**src/rtl/ptc_pkg.sv**
```systemverilog
package ptc_pkg;

    typedef enum logic [2:0] {
        A_CNT_LO = 3'd0,
        A_CNT_HI = 3'd1,
        A_CPA_LO = 3'd2,
        A_CPA_HI = 3'd3,
        A_CPB_LO = 3'd4,
        A_CPB_HI = 3'd5,
        A_FLAGS  = 3'd6,
        A_RSVD   = 3'd7
    } reg_addr_e;

    localparam int N_FLAGS = 3;
    localparam int F_OVF   = 0;
    localparam int F_CPA   = 1;
    localparam int F_CPB   = 2;

endpackage

```
**src/rtl/ptc_prescaler.sv**
```systemverilog
module ptc_prescaler #(
    parameter int DIV = 8
) (
    input  logic clk,
    input  logic rst_n,
    input  logic restart,
    output logic tick
);
    localparam int PW = (DIV > 1) ? $clog2(DIV) : 1;
    localparam logic [PW-1:0] LAST = PW'(DIV - 1);

    logic [PW-1:0] ph_d, ph_q;

    always_comb begin
        if (restart || ph_q == LAST) begin
            ph_d = '0;
        end else begin
            ph_d = ph_q + PW'(1);
        end
    end

    always_ff @(posedge clk) begin
        if (!rst_n) begin
            ph_q <= '0;
        end else begin
            ph_q <= ph_d;
        end
    end

    // a restart cycle never ticks
    assign tick = !restart && (ph_q == LAST);

endmodule

```
**src/rtl/ptc_match.sv**
```systemverilog
module ptc_match #(
    parameter int W = 16
) (
    input  logic [W-1:0] value,
    input  logic [W-1:0] ref_val,
    input  logic [W-1:0] mask,
    output logic         hit
);
    assign hit = ((value ^ ref_val) & mask) == '0;
endmodule

```
**src/rtl/ptc_timer.sv**
```systemverilog
module ptc_timer import ptc_pkg::*; #(
    parameter int DATA_W  = 8,
    parameter int PSC_DIV = 8
) (
    input  logic              clk,
    input  logic              rst_n,
    input  logic              psc_restart,
    input  logic              cfg_wide,
    input  logic              cfg_ctc,
    input  logic [2:0]        bus_addr,
    input  logic              bus_wr,
    input  logic              bus_rd,
    input  logic [DATA_W-1:0] bus_wdata,
    output logic [DATA_W-1:0] bus_rdata,
    output logic [N_FLAGS-1:0] irq_flags
);
    localparam int CNT_W = 2 * DATA_W;
    localparam int N_CMP = 2;

    typedef struct packed {
        logic [CNT_W-1:0]   cnt;
        logic [CNT_W-1:0]   cmp_a;
        logic [CNT_W-1:0]   cmp_b;
        logic [DATA_W-1:0]  tmp;
        logic [N_FLAGS-1:0] flg;
        logic               blk;
    } state_t;

    state_t             st_d, st_q;
    reg_addr_e          addr;
    logic               tick, cnt_wr, at_max;
    logic [CNT_W-1:0]   cnt_mask, joined;
    logic [CNT_W-1:0]   cmp_val [N_CMP];
    logic [N_CMP-1:0]   cmp_eq;
    logic [N_FLAGS-1:0] flg_set, flg_clr;
    logic [CNT_W-1:0]   cnt_now;
    logic               blk_now, eq_a;

    assign addr     = reg_addr_e'(bus_addr);
    assign cnt_mask = cfg_wide ? {CNT_W{1'b1}} : {{DATA_W{1'b0}}, {DATA_W{1'b1}}};
    // two-byte commit from the holding byte; R8: zero upper byte in byte mode
    assign joined   = cfg_wide ? {st_q.tmp, bus_wdata} : {{DATA_W{1'b0}}, bus_wdata};
    assign cnt_wr   = bus_wr && (addr == A_CNT_LO);
    assign cmp_val[0] = st_q.cmp_a;
    assign cmp_val[1] = st_q.cmp_b;

    ptc_prescaler #(.DIV(PSC_DIV)) u_psc (
        .clk     (clk),
        .rst_n   (rst_n),
        .restart (psc_restart),
        .tick    (tick)
    );

    generate
        for (genvar g = 0; g < N_CMP; g++) begin : g_cmp
            ptc_match #(.W(CNT_W)) u_eq (
                .value   (st_q.cnt),
                .ref_val (cmp_val[g]),
                .mask    (cnt_mask),
                .hit     (cmp_eq[g])
            );
        end
    endgenerate

    ptc_match #(.W(CNT_W)) u_top (
        .value   (st_q.cnt),
        .ref_val (cnt_mask),
        .mask    (cnt_mask),
        .hit     (at_max)
    );

    always_comb begin
        st_d    = st_q;
        flg_set = '0;
        flg_clr = (bus_wr && addr == A_FLAGS) ? bus_wdata[N_FLAGS-1:0] : '0;

        if (cnt_wr) begin
            // a written value arms the one-tick match block
            st_d.cnt = joined;
            st_d.blk = 1'b1;
        end else if (tick) begin
            flg_set[F_OVF] = at_max;
            flg_set[F_CPA] = !st_q.blk && cmp_eq[0];
            flg_set[F_CPB] = !st_q.blk && cmp_eq[1];
            st_d.blk       = 1'b0;
            if ((cfg_ctc && flg_set[F_CPA]) || at_max) begin
                st_d.cnt = '0;
            end else begin
                st_d.cnt = (st_q.cnt + CNT_W'(1)) & cnt_mask;
            end
        end

        if (bus_wr && addr == A_CPA_LO) st_d.cmp_a = joined;
        if (bus_wr && addr == A_CPB_LO) st_d.cmp_b = joined;

        if (bus_wr && (addr == A_CNT_HI || addr == A_CPA_HI || addr == A_CPB_HI)) begin
            st_d.tmp = bus_wdata;
        end else if (bus_rd && cfg_wide) begin
            case (addr)
                A_CNT_LO: st_d.tmp = st_q.cnt[CNT_W-1:DATA_W];
                A_CPA_LO: st_d.tmp = st_q.cmp_a[CNT_W-1:DATA_W];
                A_CPB_LO: st_d.tmp = st_q.cmp_b[CNT_W-1:DATA_W];
                default:  st_d.tmp = st_q.tmp;
            endcase
        end

        // hardware set wins over a simultaneous clear
        st_d.flg = (st_q.flg & ~flg_clr) | flg_set;
    end

    always_comb begin
        case (addr)
            A_CNT_LO: bus_rdata = st_q.cnt[DATA_W-1:0];
            A_CPA_LO: bus_rdata = st_q.cmp_a[DATA_W-1:0];
            A_CPB_LO: bus_rdata = st_q.cmp_b[DATA_W-1:0];
            A_CNT_HI,
            A_CPA_HI,
            A_CPB_HI: bus_rdata = st_q.tmp;
            A_FLAGS:  bus_rdata = DATA_W'(st_q.flg);
            default:  bus_rdata = '0;
        endcase
    end

    always_ff @(posedge clk) begin
        if (!rst_n) begin
            st_q <= '0;
        end else begin
            st_q <= st_d;
        end
    end

    assign irq_flags = st_q.flg;
    assign cnt_now   = st_q.cnt;
    assign blk_now   = st_q.blk;
    assign eq_a      = cmp_eq[0];

endmodule

```
**config.mk**
```make
export PLATFORM = sky130hd
export DESIGN_NAME = ptc_timer
export DESIGN_NICKNAME = d
export VERILOG_FILES = /design/src/rtl/ptc_pkg.sv /design/src/rtl/ptc_prescaler.sv /design/src/rtl/ptc_match.sv /design/src/rtl/ptc_timer.sv
export SDC_FILE = /design/constraint.sdc
export NUM_CORES = 1
export LEC_CHECK = 0
export BUFFER_PORTS_ARGS = -buffer_cell sky130_fd_sc_hd__buf_4
export CORE_ASPECT_RATIO = 2
export CORE_MARGIN = 4
export CORE_UTILIZATION = 55
export DETAILED_ROUTE_END_ITERATION = 6
export MAX_ROUTING_LAYER = met4
export PLACE_DENSITY = 0.77
export REMOVE_ABC_BUFFERS = 1
export SYNTH_ARGS = -nofsm -noshare
export SYNTH_HDL_FRONTEND = slang
export SYNTH_SLANG_ARGS = --single-unit
export TNS_END_PERCENT = 5
```
**constraint.sdc**
```tcl
create_clock -name clk -period 1.8 [get_ports clk]
set_input_delay 0.36 -clock clk [delete_from_list [all_inputs] [get_ports clk]]
set_output_delay 0.36 -clock clk [all_outputs]
set_load 0.02 [all_outputs]
```
# Yosys cells after proc, flatten, opt, wreduce, memory -nomap -nowiden
# Index checks and enable logic that the tools add are counted.
# Widths: inputs -> output; s select.
[op_classes] add_sub_neg=2 bitwise_logic=11 mux=14 reduce_logical=26 n_eq_ne=7
[op_table] cell="$mux 16" n=5
[op_table] cell="$and 16x16->16" n=4
[op_table] cell="$logic_not 16->1" n=3
[op_table] cell="$xor 16x16->16" n=3
[op_table] cell="$pmux 8 s5" n=1
[op_table] cell="$pmux 8 s3" n=1
[op_table] cell="$add 16x1->16 const B" n=1
[op_table] cell="$mux 8" n=2
[op_table] cell="$eq 3x3->1 const B" n=4
[op_table] cell="$logic_and 1x1->1" n=10
[op_table] cell="$mux 3" n=3
[op_table] cell="$eq 3x2->1 const B" n=2
[op_table] cell="$logic_or 1x1->1" n=4
[op_table] cell="$reduce_bool 2->1" n=2
[op_table] cell="$reduce_bool 4->1" n=1
[op_table] cell="$add 3x1->3 const B" n=1
[op_table] cell="$and 3x3->3" n=1
[op_table] cell="$eq 3x1->1 const B" n=1
[op_table] cell="$logic_not 3->1" n=1
[op_table] cell="$not 3->3" n=1
[op_table] cell="$or 3x3->3" n=1
[op_table] cell="$reduce_or 3->1" n=1
[op_table] cell="$logic_not 1->1" n=2
[op_table] cell="$mux 1" n=2
[op_table] cell="other kinds (3)" n=3
[totals] elab_cells=67 ff_bits=63 in_bits=18

# Longest topological paths before layout
[logic_depth] word_depth=9 mapped_depth=8 depth_no_buf=6

# Modules after synthesis
# Synthesis repeated with hierarchy kept, for this count alone.
[unflattened] hier_cells=534 hier_area_um2=4206.5
[by_module_without_submodules] mod="ptc_timer" cells_per_inst=444 instances=1 area_each_um2=3423.3 seq_area_each_um2=1201.2
[by_module_without_submodules] mod="ptc_match" cells_per_inst=27 instances=3 area_each_um2=216.5 seq_area_each_um2=0.0
[by_module_without_submodules] mod="ptc_prescaler" cells_per_inst=9 instances=1 area_each_um2=133.9 seq_area_each_um2=60.1

# Worst setup path after synthesis
# OpenSTA, ideal clock, no wires.
[synth_timing] path_kind="input port to output port" startpoint="input bus_addr[0]" endpoint="output bus_rdata[4]" path_buffers=3 path_slack_ps=-227 arrival_time_ps=1667 cell_stages=5 required_ps=1440 path_cell_list="buf_6 clkbuf_1 clkbuf_1 o21bai_1 a221oi_1"
[synth_between] elab_chain_len=3 elab_cells_between_ends=9 cone_classes="eq/ne: 6; mux: 1; reduce/logical: 2"
[synth_lines] item="from (decl)" line_no="ptc_timer.sv:10" text="input logic [2:0] bus_addr,"
[synth_lines] item="$eq 3x1->1 (tied with other cells)" line_no="ptc_timer.sv:112" text="case (addr)"
[synth_lines] item="$reduce_or 3->1" line_no="ptc_timer.sv:112"
[synth_lines] item="$pmux 8 s5 *" line_no="ptc_timer.sv:112"
[synth_lines] item="to (decl)" line_no="ptc_timer.sv:14" text="output logic [DATA_W-1:0] bus_rdata,"
# Every way passes the cells marked *; elsewhere a longest branch is shown, timed or not.

# Worst setup path after layout
[layout_timing] startpoint="register st_q (netlist bit cnt_now[3])" endpoint="output bus_rdata[3]"
[layout_between] elab_chain_len=1
[layout_lines] item="from (decl)" line_no="ptc_timer.sv:29" text="state_t st_d, st_q;"
[layout_lines] item="from (signal assigned)" line_no="ptc_timer.sv:128" text="st_q <= st_d;"
[layout_lines] item="$pmux 8 s5" line_no="ptc_timer.sv:112"
# Every way passes these cells.

==> results.md <==
- For this run, the top clock speed supported by timing is 562 MHz.
- The slowest stage cell on the critical path is dfxtp_2.
- For this run, asynchronously set or reset flops after synthesis account for 0%.
- The CTS tree is yes.
- The via count of the first global-routing pass came to 4070.
- The initial antenna violation count is 0.
- After filler insertion, the fill cell instance count of the layout stands at 572.
- After synthesis, the cell types taking the most area are dfxtp_1 33%, nand2_1 7.7%, a21oi_1 7.2%, xnor2_1 6.9%, nand3_1 4.5%.
- The tree built by TritonCTS fans out to 63 sinks.
- The total of hold buffers inserted after clock tree synthesis is 0.
- The clock tree buffer depth is 2.
- For this design the top-level I/O count stands at 29.
- Of the total power, the share spent switching nets is 24.9%.
- The met1 track demand over resource is 32.5%.
- For the worst setup path, the data required time is 1.44 ns.
- The final number of setup-violating endpoints is 0.
- The path type of the worst min-delay path is input port to flip-flop.
- The critical path in this run is classified as flip-flop to output pin.
- The most frequent cell after synthesis is nand2_1.
- Counting I/O delays and the setup requirement, the final critical path takes 1.78 ns.
- The worst setup path is launched from a flip-flop.
- The number of register bits inferred by synthesis is 63.
- Across the run, the number of max-cap violations was 0.
- Sequential elements use 33.0% of the synthesized area.
- The worst slack on hold paths is 0.202 ns.
- The region available for standard cell placement spans 6670 sq um.
- The count of routing violations after the opening detailed-route iteration is 340.
- The wire length of the first global-routing pass is 20100 microns.
- Clock tree synthesis inserted a total of 9 buffers.
- The synthesized design contains 0 enable-type register cells.
- The part of the power in the clock network is 48.0%.
- The top flip-flop cell by instance count after synthesis is dfxtp_1.
- The final number of max-transition violations is 0.
- Of the total power, registers draw 39.0%.
- The die is 67.0 microns wide.
- Yosys printed 0 warnings.
- The post-route DRC violation count is 0.
- The number of failing hold endpoints at the final stage is 0.
- The area growth from synthesis to layout is 25.8%.
- The worst slew margin relative to its limit is 64.1%.
- The H-tree depth is 3.
- Internal power comes to 2820 uW.
- The number of cell rows is 42.
- For this run, the slowest stage of the critical path takes 0.33 ns.
- The total routing resource utilization after global routing is 33.1%.
- The count of buffers added on input and output ports is 28.
- Along the worst path, the maximum fanout reaches 3.
- In this design, the largest share of critical-path delay is due to flip-flops.
- The net switching component of the power is 935 uW.
- The capturing element type of the critical path is an output pin.
- The average cell area after synthesis is 7.80 sq um.
- The multi-input combinational cells in the finished layout cover a total of 2370 sq um.
- The global-route track usage on met3 is 6.42%.
- The starting density of the core is 57.3%.
- The post-detailed-placement half-perimeter wirelength is 9190 microns.
- The area used by sequential logic in the layout is 1270 sq um.
- STA puts the critical path data arrival time at 1.42 ns.
- The later pin in the worst-skew pair is clocked with a latency of 0.34 ns.
- On the final layout, the worst clock skew is 0.00719 ns.
- Global routing used 54.2% of the available met2 tracks.
- In the final timing run, aggregate negative setup slack is 0 ns.
- The critical path contains buffers and inverters numbering 2 combined.
- The number of antenna diodes in the final layout is 0.
- The worst path uses 98.9% of the clock period.
- Dividing the detail-routed via count by the number of cells gives 6.31.
- The pre-antenna-repair detailed-routing pass consisted of 7 iterations.
- The post-synthesis cell type with the largest combined area is dfxtp_1.
- The remaining global-route overflow is 0.
- The slew of the pin with the lowest slew margin is 0.537 ns.
- Setup repair after global routing could not meet its margin everywhere.
- The cell count after synthesis came out at 490.
- The overall die area is 8430 sq um.
- The synthesized cell area is 3820 sq um.
- The final-stage net count is 563.
- The most heavily used metal layer in global routing is met2.
- The commonest cells after synthesis are 78 x nand2_1, 63 x dfxtp_1, 55 x a21oi_1, 34 x clkbuf_1, 34 x nand3_1.
- The detailed-route via count is 4005.
- Traced cell by cell, the critical path runs through buf_4, nor3_1, a211oi_1, a21oi_1, a21oi_1, buf_4.
- The combinational cell fraction of total power is 12.9%.
- The flow ran to the end, and the final reports show no timing, DRC or antenna violations.
- The layout cell share with drive strength beyond 1 is 25.2%.
- After detailed routing, the average wire length per cell comes to 20.2 microns.
- The unique cell type count in the Yosys netlist is 47.
- The die boundary height is 126 microns.
- IR analysis of the VDD net gives a maximum drop of 0.734 mV.
- The global placer's final weighted congestion is 0.994.
- Entering global routing, the biggest net connects 46 pins.
- The analysis attributes to cell leakage a power of 0.00190 uW.
- The ratio of total power to cell area is 780 nW/um^2.
- The tree is rooted in a clkbuf_16.
- The detail route stage leaves a number of antenna-violating nets equal to 0.
- After detailed routing, the total wire length is 12800 microns.
- The clock-pin slew on the worst setup and hold paths is 0.05 ns.
- Summed over its instances, the top area cell type makes up 33.0% of the synthesized netlist area.
power groups by stage:
stage | logic [uW] | clock network, uW | registers (uW)
6_report | 485 | 1800 | 1460
5_1_grt | 519 | 1880 | 1460
3_3_place_gp | 448 | 0 | 1490
3_5_place_dp | 454 | 0 | 1490
4_1_cts | 464 | 1820 | 1460
2_1_floorplan | 202 | 0 | 1480
logic make-up after synthesis:
| group | count (synthesis) | share of synthesized area [%] |
|---|---|---|
| muxes | 10 | 2.62 |
| xor gates and xnor gates | 46 | 10.5 |
| buffers and inverters | 53 | 6.28 |
| DFF | 63 | 33.0 |
| AOI/OAI and AO/OA | 133 | 22.6 |
| and+or+nand+nor | 182 | 24.0 |
| adders and majority gates | 3 | 0.982 |
registers in the layout (all words and copies together) (netlist names):
| signal | flops |
|---|---|
| blk_now | 1 |
| irq_flags | 3 |
| cmp_val | 32 |
| u_psc.ph_q | 3 |
| cnt_now | 16 |
| st_q | 8 |
routing by layer:
| metal | part of all wire [%] | vias to the layer above |
|---|---|---|
| met3 | 5.5 | 87 |
| met2 | 51 | 185 |
| met5 | 0 | - |
| met1 | 34 | 1892 |
| met4 | 9.2 | 0 |
| li1 | - | 1841 |
cells in the final DEF (no fill, tap or decap), drive strengths merged, types with 6 or more instances in the layout:
cell	n
buf	93
nand2	78
dfxtp	63
a21oi	55
nand3	34
xnor2	30
o21ai	21
xor2	16
clkbuf	13
mux2i	10
nand4	9
nor2	9
o221ai	8
a32o	8
o21a	8
nand2b	8
nor2b	7
and3	7
nor3	7
and2	6
and4	6
worst paths after layout:
kind / from / slack, ns / to / depth (start not counted)
worst max-delay path: cnt_now[3] / 0.02 / bus_rdata[3] / 6
worst min-delay path: psc_restart / 0.20 / u_psc.ph_q[0] / 2
worst max register to register: cmp_val[19] / 0.06 / cnt_now[12] / 7
worst min register to register: u_psc.ph_q[0] / 0.43 / u_psc.ph_q[0] / 1
cell type report:
class | instances | area share (%)
clock inverters | 3 | 0.832
flip-flops and latches | 63 | 26.4
inverters | 1 | 0.0780
multi-input cells | 374 | 49.2
well taps | 88 | 2.29
repair buffers | 93 | 15.5
clock buffers | 13 | 5.62
per-stage QoR:
step	util (%)	instance area (sq um)	instances	power, uW	worst slack (ns)
after floorplan	-	3590	438	1680	-0.224
after global placement	66.4	4430	619	1940	-0.00899
after detailed placement	66.4	4430	619	1940	-0.0568
after CTS	71.4	4760	635	3740	-0.0156
after global routing	72.1	4810	635	3870	-0.0267
final	72.1	4810	635	3750	0.0205
timing repair:
action | 4_1_cts | 5_1_grt
pin swaps | 5 | 2
buffers inserted | 0 | 0
gates resized for setup | 8 | 14
setup endpoints to repair | 13 | 22
Note: power is estimated with default switching activity, not from simulation.
